## config.mk

```make
export PLATFORM = sky130hd
export DESIGN_NAME = vec_addr_gen
export DESIGN_NICKNAME = d
export VERILOG_FILES = /design/src/rtl/vag_pkg.sv /design/src/rtl/vag_seq.sv /design/src/rtl/vag_stride_acc.sv /design/src/rtl/vag_bank_hist.sv /design/src/rtl/vec_addr_gen.sv
export SDC_FILE = /design/constraint.sdc
export NUM_CORES = 1
export LEC_CHECK = 0
export BUFFER_PORTS_ARGS = -buffer_cell sky130_fd_sc_hd__buf_2
export CORE_MARGIN = 5
export CORE_UTILIZATION = 24
export CTS_CLUSTER_DIAMETER = 40
export DETAILED_ROUTE_END_ITERATION = 8
export PLACE_DENSITY = 0.52
export SKIP_LAST_GASP = 1
export SYNTH_ARGS = -nofsm -noshare
export SYNTH_HDL_FRONTEND = slang
export SYNTH_SLANG_ARGS = --single-unit
```

## constraint.sdc

```tcl
create_clock -name clk -period 3.09 [get_ports clk]
set_input_delay 0.1545 -clock clk [delete_from_list [all_inputs] [get_ports clk]]
set_output_delay 0.1545 -clock clk [all_outputs]
set_load 0.01 [all_outputs]
```

## src/rtl/vag_pkg.sv

```systemverilog
// Package: shared mode encoding for the vector address generator.
// Assumes: mode bit 0 selects strided walking, 1 selects indexed addressing.
package vag_pkg;
    typedef enum logic {
        VAG_STRIDED = 1'b0,
        VAG_INDEXED = 1'b1
    } vag_mode_e;
endpackage

```

## src/rtl/vag_seq.sv

```systemverilog
// Module: vag_seq
// Tracks one command: busy state, remaining elements, mode and completion.
// Assumes cmd_fire only when idle and step only when busy.
module vag_seq
    import vag_pkg::*;
#(
    parameter int LEN_W = 7
) (
    input  logic             clk,
    input  logic             rst_n,
    input  logic             cmd_fire,
    input  logic [LEN_W-1:0] cmd_len,
    input  vag_mode_e        cmd_mode,
    input  logic             step,
    output logic             busy,
    output vag_mode_e        mode_q,
    output logic             last,
    output logic             done
);
    logic [LEN_W-1:0] rem_q;

    // Element countdown, busy flag and mode latch.
    always_ff @(posedge clk) begin
        if (!rst_n) begin
            busy   <= 1'b0;
            rem_q  <= '0;
            mode_q <= VAG_STRIDED;
        end else if (cmd_fire) begin
            busy   <= (cmd_len != '0);
            rem_q  <= cmd_len;
            mode_q <= cmd_mode;
        end else if (step) begin
            rem_q <= rem_q - 1'b1;
            if (rem_q == LEN_W'(1)) busy <= 1'b0;
        end
    end

    // Completion pulse after the final step or a zero-length command.
    always_ff @(posedge clk) begin
        if (!rst_n) done <= 1'b0;
        else        done <= (step && rem_q == LEN_W'(1)) || (cmd_fire && cmd_len == '0);
    end

    assign last = busy && (rem_q == LEN_W'(1));

    // a running command always has elements left.
    p_rem_nonzero_r3: assert property (@(posedge clk) disable iff (!rst_n)
        busy |-> rem_q != '0);
    // the final step ends the command with a done pulse.
    p_last_done_r9: assert property (@(posedge clk) disable iff (!rst_n)
        (step && last) |=> (done && !busy));
    // a zero-length command completes at once.
    p_zero_len_r4: assert property (@(posedge clk) disable iff (!rst_n)
        (cmd_fire && cmd_len == '0) |=> (done && !busy));
    // while running, only steps change the count.
    p_ignore_cmd_r10: assert property (@(posedge clk) disable iff (!rst_n)
        (busy && !step) |=> (busy && $stable(rem_q) && $stable(mode_q)));
endmodule

```

## src/rtl/vag_stride_acc.sv

```systemverilog
// Module: vag_stride_acc
// Holds the command base and stride and walks the strided address.
// Assumes step is only raised for accepted strided elements.
module vag_stride_acc #(
    parameter int ADDR_W = 32
) (
    input  logic              clk,
    input  logic              rst_n,
    input  logic              load,
    input  logic [ADDR_W-1:0] base_in,
    input  logic [ADDR_W-1:0] stride_in,
    input  logic              step,
    output logic [ADDR_W-1:0] base_q,
    output logic [ADDR_W-1:0] cur_q
);
    logic [ADDR_W-1:0] stride_q;

    // Latch the command and advance the running address by the stride.
    always_ff @(posedge clk) begin
        if (!rst_n) begin
            base_q   <= '0;
            stride_q <= '0;
            cur_q    <= '0;
        end else if (load) begin
            base_q   <= base_in;
            stride_q <= stride_in;
            cur_q    <= base_in;
        end else if (step) begin
            cur_q <= cur_q + stride_q;
        end
    end
endmodule

```

## src/rtl/vag_bank_hist.sv

```systemverilog
// Module: vag_bank_hist
// Remembers the banks accepted in the last HIST cycles and flags a repeat.
// Assumes one access per cycle at most; empty cycles hold no bank.
module vag_bank_hist #(
    parameter int BANK_W = 4,
    parameter int HIST   = 3
) (
    input  logic              clk,
    input  logic              rst_n,
    input  logic              cur_valid,
    input  logic [BANK_W-1:0] cur_bank,
    input  logic              accepted,
    output logic              conflict
);
    generate
        if (HIST == 0) begin : g_none
            assign conflict = 1'b0;
        end else begin : g_hist
            logic [HIST-1:0]   hv_q;
            logic [BANK_W-1:0] hb_q [HIST];
            logic [HIST-1:0]   hit;

            // Shift in this cycle's access, oldest entry falls out.
            always_ff @(posedge clk) begin
                if (!rst_n) begin
                    hv_q <= '0;
                    for (int k = 0; k < HIST; k++) hb_q[k] <= '0;
                end else begin
                    hv_q[0] <= accepted;
                    hb_q[0] <= cur_bank;
                    for (int k = 1; k < HIST; k++) begin
                        hv_q[k] <= hv_q[k-1];
                        hb_q[k] <= hb_q[k-1];
                    end
                end
            end

            for (genvar k = 0; k < HIST; k++) begin : g_cmp
                assign hit[k] = hv_q[k] && (hb_q[k] == cur_bank);
            end

            assign conflict = cur_valid && (|hit);

            // a back-to-back access to one bank is always flagged.
            p_repeat_flag_r8: assert property (@(posedge clk) disable iff (!rst_n)
                (accepted && cur_valid) ##1 (cur_valid && cur_bank == $past(cur_bank)) |-> conflict);
        end
    endgenerate

    // no conflict without an address.
    p_conflict_valid_r8: assert property (@(posedge clk) disable iff (!rst_n)
        conflict |-> cur_valid);
endmodule

```

## src/rtl/vec_addr_gen.sv

```systemverilog
// Module: vec_addr_gen (top)
// Produces strided or indexed word addresses for one vector access,
// tags each with its interleaved bank and flags recent-bank conflicts.
// Assumes the consumer may apply backpressure at any time; never stalls on conflicts.
module vec_addr_gen
    import vag_pkg::*;
#(
    parameter int ADDR_W    = 32,
    parameter int MAX_VL    = 64,
    parameter int NUM_BANKS = 16,
    parameter int BANK_BUSY = 4,
    localparam int LEN_W    = $clog2(MAX_VL + 1),
    localparam int BANK_W   = $clog2(NUM_BANKS)
) (
    input  logic              clk,
    input  logic              rst_n,
    input  logic              cmd_valid,
    output logic              cmd_ready,
    input  logic              cmd_mode,
    input  logic [ADDR_W-1:0] cmd_base,
    input  logic [ADDR_W-1:0] cmd_stride,
    input  logic [LEN_W-1:0]  cmd_len,
    input  logic              idx_valid,
    input  logic [ADDR_W-1:0] idx_data,
    output logic              idx_ready,
    output logic              addr_valid,
    input  logic              addr_ready,
    output logic [ADDR_W-1:0] addr_word,
    output logic [BANK_W-1:0] addr_bank,
    output logic              addr_last,
    output logic              addr_conflict,
    output logic              cmd_done
);
    localparam int HIST = BANK_BUSY - 1;

    logic              busy;
    logic              cmd_fire;
    logic              step;
    logic              indexed;
    vag_mode_e         mode_q;
    logic [ADDR_W-1:0] base_q;
    logic [ADDR_W-1:0] cur_q;

    assign cmd_ready = !busy;
    assign cmd_fire  = cmd_valid && !busy;
    assign indexed   = (mode_q == VAG_INDEXED);

    // Address selection and stream handshake.
    assign addr_valid = busy && (!indexed || idx_valid);
    assign idx_ready  = busy && indexed && addr_ready;
    assign step       = addr_valid && addr_ready;
    assign addr_word  = indexed ? (base_q + idx_data) : cur_q;
    assign addr_bank  = addr_word[BANK_W-1:0];

    vag_seq #(.LEN_W(LEN_W)) seq_i (
        .clk      (clk),
        .rst_n    (rst_n),
        .cmd_fire (cmd_fire),
        .cmd_len  (cmd_len),
        .cmd_mode (vag_mode_e'(cmd_mode)),
        .step     (step),
        .busy     (busy),
        .mode_q   (mode_q),
        .last     (addr_last),
        .done     (cmd_done)
    );

    vag_stride_acc #(.ADDR_W(ADDR_W)) acc_i (
        .clk       (clk),
        .rst_n     (rst_n),
        .load      (cmd_fire),
        .base_in   (cmd_base),
        .stride_in (cmd_stride),
        .step      (step && !indexed),
        .base_q    (base_q),
        .cur_q     (cur_q)
    );

    vag_bank_hist #(.BANK_W(BANK_W), .HIST(HIST)) hist_i (
        .clk       (clk),
        .rst_n     (rst_n),
        .cur_valid (addr_valid),
        .cur_bank  (addr_bank),
        .accepted  (step),
        .conflict  (addr_conflict)
    );

    // a stalled strided address holds still.
    p_hold_stall_r6: assert property (@(posedge clk) disable iff (!rst_n)
        (addr_valid && !addr_ready && !indexed) |=>
            (addr_valid && $stable(addr_word) && $stable(addr_last)));
    // an index is consumed only with its address.
    p_idx_pair_r5: assert property (@(posedge clk) disable iff (!rst_n)
        (idx_valid && idx_ready) |-> (addr_valid && addr_ready));
    // the done pulse leaves the block idle.
    p_done_idle_r1: assert property (@(posedge clk) disable iff (!rst_n)
        cmd_done |-> cmd_ready);
endmodule

```

# Word level (Yosys, flattened, before mapping)
# Memory sizes are Yosys's and may differ from the RTL's.
# Index checks and enable logic that the tools add are counted.
# Widths: inputs -> output; s select.
# word_totals
memories,1
mem_bits_rw,12
wordCells,56
reg_bits,109
output_inout_bits,42
# op_classes
n_eq_ne,4
n_addsub,3
bitwise,3
reduce_logical,24
muxes,13
# mem_list
memory,depth,width,rd,rd_ports_with_merged_regs,wr,line,text
hist_i.g_hist.hb_q,3,4,3,0,3,vag_bank_hist.sv:20,logic [BANK_W-1:0] hb_q [HIST];
# op_table
cell,count
$mux 32,3
$add 32x32->32,2
$mux 7,2
$logic_and 1x1->1,13
$eq 4x4->1,3
$mux 4,3
$eq 7x1->1 const B,1
$logic_not 7->1,1
$reduce_bool 7->1,1
$sub 7x1->7 const B,1
$reduce_bool 2->1,3
$mux 1,5
$or 1x1->1,3
$reduce_or 3->1,1
$logic_not 1->1,2
$logic_or 1x1->1,2
$reduce_and 2->1,1

# Longest topological paths before layout
# Gate-level depths: netlist of the first run.
# logic_depth
word_depth,7
mapped_depth,10
ltp_nobuf,10

# Modules after synthesis
# From an unflattened synthesis of the first run, not the netlist that was laid out.
# hier_totals
cells_unflattened,1030
hier_area_um2,8732.1
# modules_own_cells
mod,area_each_um2,seq_area_each_um2,instances,cells_per_inst
vag_stride_acc,5462.7,1921.8,1,621
vec_addr_gen,2183.3,0.0,1,300
vag_bank_hist,543.0,300.3,1,50
vag_seq,543.0,200.2,1,59

# Worst setup path after synthesis of the first run
# No wires, ideal clock.
# synth_timing
kind,reg-to-output
start,register acc_i.base_q[0]
end,output addr_word[30]
arrival_ns,2.578
path_slack_ns,0.357
stages_incl_launch_ff,11
t_required_ns,2.935
cell_sequence,dfxtp_1 ha_1 fa_1 a21o_1 a221oi_2 o22ai_2 a31oi_4 o21ai_2 a21oi_2 nor4_1 or4_1
# synth_between
elab_chain_cells,2
# synth_rtl
item,line,text
start: declaration,vag_stride_acc.sv:13,"output logic [ADDR_W-1:0] base_q,"
start signal: assignment,vag_stride_acc.sv:25,base_q <= base_in;
$add 32x32->32,vec_addr_gen.sv:52,assign addr_word = indexed ? (base_q + idx_data) : cur_q;
$mux 32,vec_addr_gen.sv:52,
end: declaration,vec_addr_gen.sv:28,"output logic [ADDR_W-1:0] addr_word,"
# No other way between the ends.

# Final worst setup path of the first run
# layout_timing
start,register acc_i.base_q[0]
end,output addr_word[14]
# The elaborated chain is that of the path after synthesis.

==> impl_metrics.toml, run 1 <==
[global_routing]
grtUsageTotal_pct = 14.99
grt_max_degree = 50
overflow = 0
antenna_found_initial = 3
grt_pass1_vias = 8296
grt_pass1_wl_mm = 45.84

[floorplan]
core.rowCount = 68
die_width_um = 195.9
die_area_sq_um = 38360
initial_core_util_pct = 24.18
core_sq_um = 34290
fp.dieH_um = 195.9
ioPinCount = 151

[timing]
worst_pin_slew_ns = 0.6967
fin_crit_sh_pct = 109.1
finalSetupViolCount = 10
finalHoldViolCount = 0
skew_ns = 0.007657
maxSlewViolCount = 0
setup_slack_ns = -0.2797
clock.fmax_mhz = 296.8
finalWorstPathRequiredPeriod_ns = 3.370
hold_ws_ns = 0.01523
rsz0062_at_grt = "yes"
timing.slew.headroom_pct = 53.16

[final_layout]
drive_gt1_share_pct = 24.19
final_cell_area_sq_um = 11210
nets = 1452
area.growth.synth_to_final_pct = 35.26
instances_no_fill = 1748
n_fill_cell = 3618

[power]
power_mw = 5.340
power_leakage_nw = 4.850
peakVddDrop_mv = 0.3673
combPwrFrac_pct = 26.8
seq_power_share_pct = 33.3
power_switching_mw = 1.696
power_density_nw_per_um2 = 476.2
swShare_pct = 31.76
clockPowerShare_pct = 39.9
p_int_mw = 3.644

[synthesis]
synth_compound_area_share_pct = 27.26
yosys_warnings = 0
yosys.area_share.simple_pct = 20.45
netlist_instances = 1078
synth_area_sq_um = 8290
ys_seq_elements = 121
yosysMostFrequentCell = "nand2_1"
synth-edff-count = 0
synth_mux_area_share_pct = 3.215
synthArstFlopShare_pct = 0
ys_seq_area_share_pct = 29.22
synth_common_cells = "nand2_1, a21oi_1, dfxtp_1"
ys_top_cells_by_area = "dfxtp_1, ha_1, nand2_1"
synth.top_cell.area_share_pct = 29.22
synthesis.nets = 1253
synth.avg_cell_area_sq_um = 7.691
synth_top_family_by_area = "compound AO/OA/AOI/OAI gates"
synth_fa_ha_area_share_pct = 10.14
synth_flop_cell = "dfxtp_1"
synth-xor-area-share_pct = 5.494
yosys.area.top_type = "dfxtp_1"
yosysUniqueCellTypes = 81

[cts]
clock_latency_ns = 0.42
cts_max_path_buffers = 2
numCtsBuffers = 17
cts_max_level = 4
clkTransAtPathRegs_ns = 0.05
cts_tree = "done"
numClockSinks = 121
ctsRootBufferMaster = "clkbuf_16"

[worst_setup_path]
cp_max_fo = 3
end_kind = "output pin"
ff2ff_setup_slack_ns = 0.29
worstPathArrival_ns = 3.22
start_kind = "register"
required_ns = 2.94
path_class = "register to output pin"

[place]
dpl_cell_area_sq_um = 9563
hpwl_mm = 23.63
pre_cts_ws_ns = 0.03842
placedCellCount = 1650
numPortBuffers = 150
place_congestion = 0.8648

[min_path]
hold_class = "input pin to register"

[route]
routedWlPerCell_um = 17.20
totalWireLength_mm = 30.06
postRouteAntennaNets = 0
drtPass1Iterations = 5
viasPerCell = 4.862
post-route-drc-count = 0
vias = 8499
drt_iter0_markers = 521

[status]
violations = "setup timing"
status = "finished with violations"

[run]
maxCapViolations = 0
==> layout by cell type (no fill, tap or decap), drive strengths merged, types with 7 or more instances in the layout <==
cell	n
buf	196
nor2	56
a31oi	14
mux2	18
nor4	7
a21o	32
nand2	210
nand4	10
a21oi	150
o21a	10
ha	64
a211oi	14
dlygate4sd3	42
nand3	22
inv	25
and3	15
and2	11
o21ai	49
clkbuf	20
a21boi	9
o21bai	8
xor2	20
o211ai	11
xnor2	32
nor2b	7
o221ai	8
nor3	17
dfxtp	121
==> final timing paths <==
kind,from,endpoint,cells past startpoint
setup reg to reg,acc_i.cur_q[0],acc_i.cur_q[24],10
setup / recovery,acc_i.base_q[0],addr_word[14],13
hold reg to reg,acc_i.stride_q[0],acc_i.stride_q[0],2
hold / removal,cmd_len[5],seq_i.rem_q[5],3
==> logic make-up (layout without fill, tap and decap cells) <==
| kind of cell | count (synthesis) | in the layout |
|---|---|---|
| mux | 24 | 24 |
| other cells | 0 | 3 |
| flops | 121 | 121 |
| buf+inv | 81 | 293 |
| fa+ha+maj | 66 | 66 |
| xor+xnor | 52 | 52 |
| compound gates | 353 | 353 |
| simple gates | 381 | 381 |
==> critical path, stage by stage, from the launching register on <==
cell and delay (ns):
dfxtp_2 0.33, ha_4 0.16, fa_2 0.35, a21o_1 0.20, a221oi_2 0.29, buf_4 0.19, o22ai_4 0.08, buf_4 0.15
buf_4 0.12, a21o_1 0.16, a21o_1 0.18, a21o_1 0.18, o311ai_2 0.23, buf_2 0.18
==> layout make-up <==
class	instances	area, sq um	area share (%)
Sequential cell	121	2430	21.67
Clock inverter	12	165.2	1.473
Multi-Input combinational cell	876	5918	52.78
Tap cell	455	569.3	5.077
Clock buffer	20	466.7	4.162
Timing Repair Buffer	238	1570	14.00
Inverter	23	86.33	0.7699
Antenna cell	3	7.507	0.06695
==> registers in the layout, indices dropped and copies added, names as in the netlist <==
signal              count
acc_i.cur_q            32
seq_i.busy              1
acc_i.stride_q         32
seq_i.done              1
hist_i.g_hist.hb_q     12
seq_i.rem_q             7
seq_i.mode_q            1
hist_i.g_hist.hv_q      3
acc_i.base_q           32
==> power groups by stage <==
| stage | registers [mW] | logic [mW] | clock network, mW |
|---|---|---|---|
| 2_1_floorplan | 1.76 | 0.862 | 0 |
| 3_3_place_gp | 1.80 | 1.25 | 0 |
| 3_5_place_dp | 1.81 | 1.26 | 0 |
| 4_1_cts | 1.77 | 1.38 | 2.17 |
| 5_1_grt | 1.79 | 1.58 | 2.23 |
| 6_report | 1.78 | 1.43 | 2.13 |
==> stage by stage <==
stage | TNS (ns) | utilization, %
floorplan | 0 | -
global placement | 0 | 27.89
detailed placement | 0 | 27.89
CTS | -1.866 | 31.93
global route | -3.547 | 32.70
finish | -1.781 | 32.70
==> per-layer routing <==
| layer | routed length (um) | up-vias | global-route usage [%] |
|---|---|---|---|
| met5 | 0 | - | 0 |
| met4 | 551 | 0 | 4.629 |
| met3 | 1142 | 29 | 1.992 |
| met2 | 13920 | 199 | 24.15 |
| met1 | 14450 | 3978 | 20.87 |
| li1 | - | 4293 | - |
==> timing repair <==
item | CTS | global route
gates resized for setup | 49 | 36
hold buffers | 42 | 0
cloned | 0 | 0
setup endpoints to repair | 18 | 21
endpoints found under the hold margin | 46 | 0
pin swaps | 21 | 16
buffers inserted | 12 | 13
No activity file was read; power rests on OpenSTA's default activity.
==> run 2, diff against run 1 <==
- PLACE_DENSITY: 0.52 -> not set
- PLACE_DENSITY_LB_ADDON: not set -> 0.25
==> impl_metrics.toml, run 2 (synthesis gave the netlist of run 1 again) <==
[min_path]
hp-start = "cmd_base[25]"
hold_class = "input pin to register"

[timing]
clock.fmax_mhz = 304.8
worst_pin_slew_ns = 0.6526
finalSetupViolCount = 9
finalHoldViolCount = 0
timing.slew.headroom_pct = 55.25
maxSlewViolCount = 0
skew_ns = 0.008140
setup_slack_ns = -0.1912
fin_crit_sh_pct = 106.2
rsz0062_at_grt = "yes"
finalWorstPathRequiredPeriod_ns = 3.281

[final_layout]
final_cell_area_sq_um = 11270
nets = 1452
drive_gt1_share_pct = 24.15
final_common_cell = "nand2_1"
instances_no_fill = 1744
n_fill_cell = 3700
largestRegisters = "acc_i.base_q: 32 flops, acc_i.cur_q: 32 flops, acc_i.stride_q: 32 flops"
final_cell_mix = "nand2_1, buf_2, a21oi_1"
postLayoutCoreUtil_pct = 32.87
area.growth.synth_to_final_pct = 35.93

[floorplan]
ioPinCount = 151
core.rowCount = 68
core_sq_um = 34290
initial_core_util_pct = 24.18
die_area_sq_um = 38360
die_width_um = 195.9
fp.dieH_um = 195.9

[route]
postRouteAntennaNets = 0
post-route-drc-count = 0
drt_iter0_markers = 529
totalWireLength_mm = 30.48
drtPass1Iterations = 7
viasPerCell = 4.839
routedWlPerCell_um = 17.48
vias = 8440

[worst_setup_path]
end_kind = "output pin"
r2r_start = "acc_i.cur_q[0]"
required_ns = 2.94
start_kind = "register"
cp_max_fo = 3
worstPathArrival_ns = 3.13
path_class = "register to output pin"
cp-startpoint = "acc_i.base_q[0]"

[cts]
ctsRootBufferMaster = "clkbuf_16"
numClockSinks = 121
cts_tree = "done"
cts_max_level = 4
numCtsBuffers = 17
clkTransAtPathRegs_ns = 0.05
clock_latency_ns = 0.43
cts_max_path_buffers = 2

[global_routing]
grt_pass1_wl_mm = 47.82
antenna_found_initial = 1
grtUsageTotal_pct = 15.65
overflow = 0
grt_max_degree = 48
grt_pass1_vias = 8510

[place]
placedCellCount = 1652
place_congestion = 0.8712
numPortBuffers = 150
hpwl_mm = 24.06
dpl_cell_area_sq_um = 9565

[power]
peakVddDrop_mv = 0.3972
power_density_nw_per_um2 = 471.1
power_leakage_nw = 4.836

[status]
violations = "setup timing"
status = "finished with violations"

[run]
maxCapViolations = 0
==> run 2: changes by cell type in the layout (fill, tap and decap cells not counted), moves of 3 or more <==
cell	previous run	this run
buf_4	44	37
buf_6	7	13
ha_1	53	49
clkinv_4	4	1
dlygate4sd3_1	42	45
ha_4	8	11
==> run 2: worst max-delay path: stages (launching register included) <==
cell and delay, ns:
dfxtp_2 0.33, ha_4 0.16, fa_2 0.36, a21o_1 0.20, a221oi_2 0.24, buf_4 0.17
o22ai_4 0.09, a31oi_4 0.22, o21ai_2 0.11, a21oi_2 0.18, nor4_1 0.07, or4_1 0.42
buf_2 0.16
==> run 2: repair_timing <==
item | in CTS | in global routing
buffers inserted | 8 | 8
hold buffers | 45 | 0
gates cloned | 0 | 0
endpoints found under the hold margin | 49 | 0
endpoints found under the setup margin | 16 | 19
pin swaps | 20 | 30
resized for setup | 58 | 39
==> run 2: path summary, 6_finish.rpt <==
kind,end,slack (ns),cells after the start
setup / recovery,addr_word[30],-0.19,12
hold / removal,acc_i.base_q[25],0.01,3
setup reg to reg,acc_i.cur_q[24],0.19,10
hold reg to reg,hist_i.g_hist.hv_q[2],0.45,1
==> run 2: final cells by class <==
| type | count | area [sq um] | share of cell area, % |
|---|---|---|---|
| multi-input combinational | 876 | 5987 | 53.13 |
| sequential | 121 | 2430 | 21.56 |
| timing repair buffer | 238 | 1590 | 14.11 |
| tap | 455 | 569.3 | 5.052 |
| clock buffer | 23 | 488.0 | 4.330 |
| clock inverter | 7 | 116.4 | 1.033 |
| inverter | 23 | 86.33 | 0.7661 |
| antenna | 1 | 2.502 | 0.02220 |
==> run 2: through the flow <==
step	worst slack (ns)	total power, mW	setup TNS, ns	hold slack (ns)
final	-0.1912	5.309	-1.023	0.01399
after global routing	-0.3252	5.588	-2.402	0.001571
after CTS	-0.2431	5.284	-1.463	0.0001232
after detailed placement	0.04790	3.065	0	0.4014
after global placement	0.09021	3.065	0	0.3980
after floorplan	0.3572	2.619	0	0.2905
==> run 2: where the power goes <==
part	switching (mW)	internal (mW)	total, mW
logic	0.807	0.642	1.45
clock network	0.731	1.34	2.07
registers	0.116	1.67	1.79
total	1.65	3.66	5.31
==> run 2: metal layers <==
metal | global-route usage (%) | vias to the layer above | share of wire [%]
met3 | 2.782 | 34 | 3.8
met1 | 21.51 | 3952 | 48
li1 | - | 4282 | -
met2 | 25.09 | 172 | 46
met5 | 0 | - | 0
met4 | 4.758 | 0 | 2.3
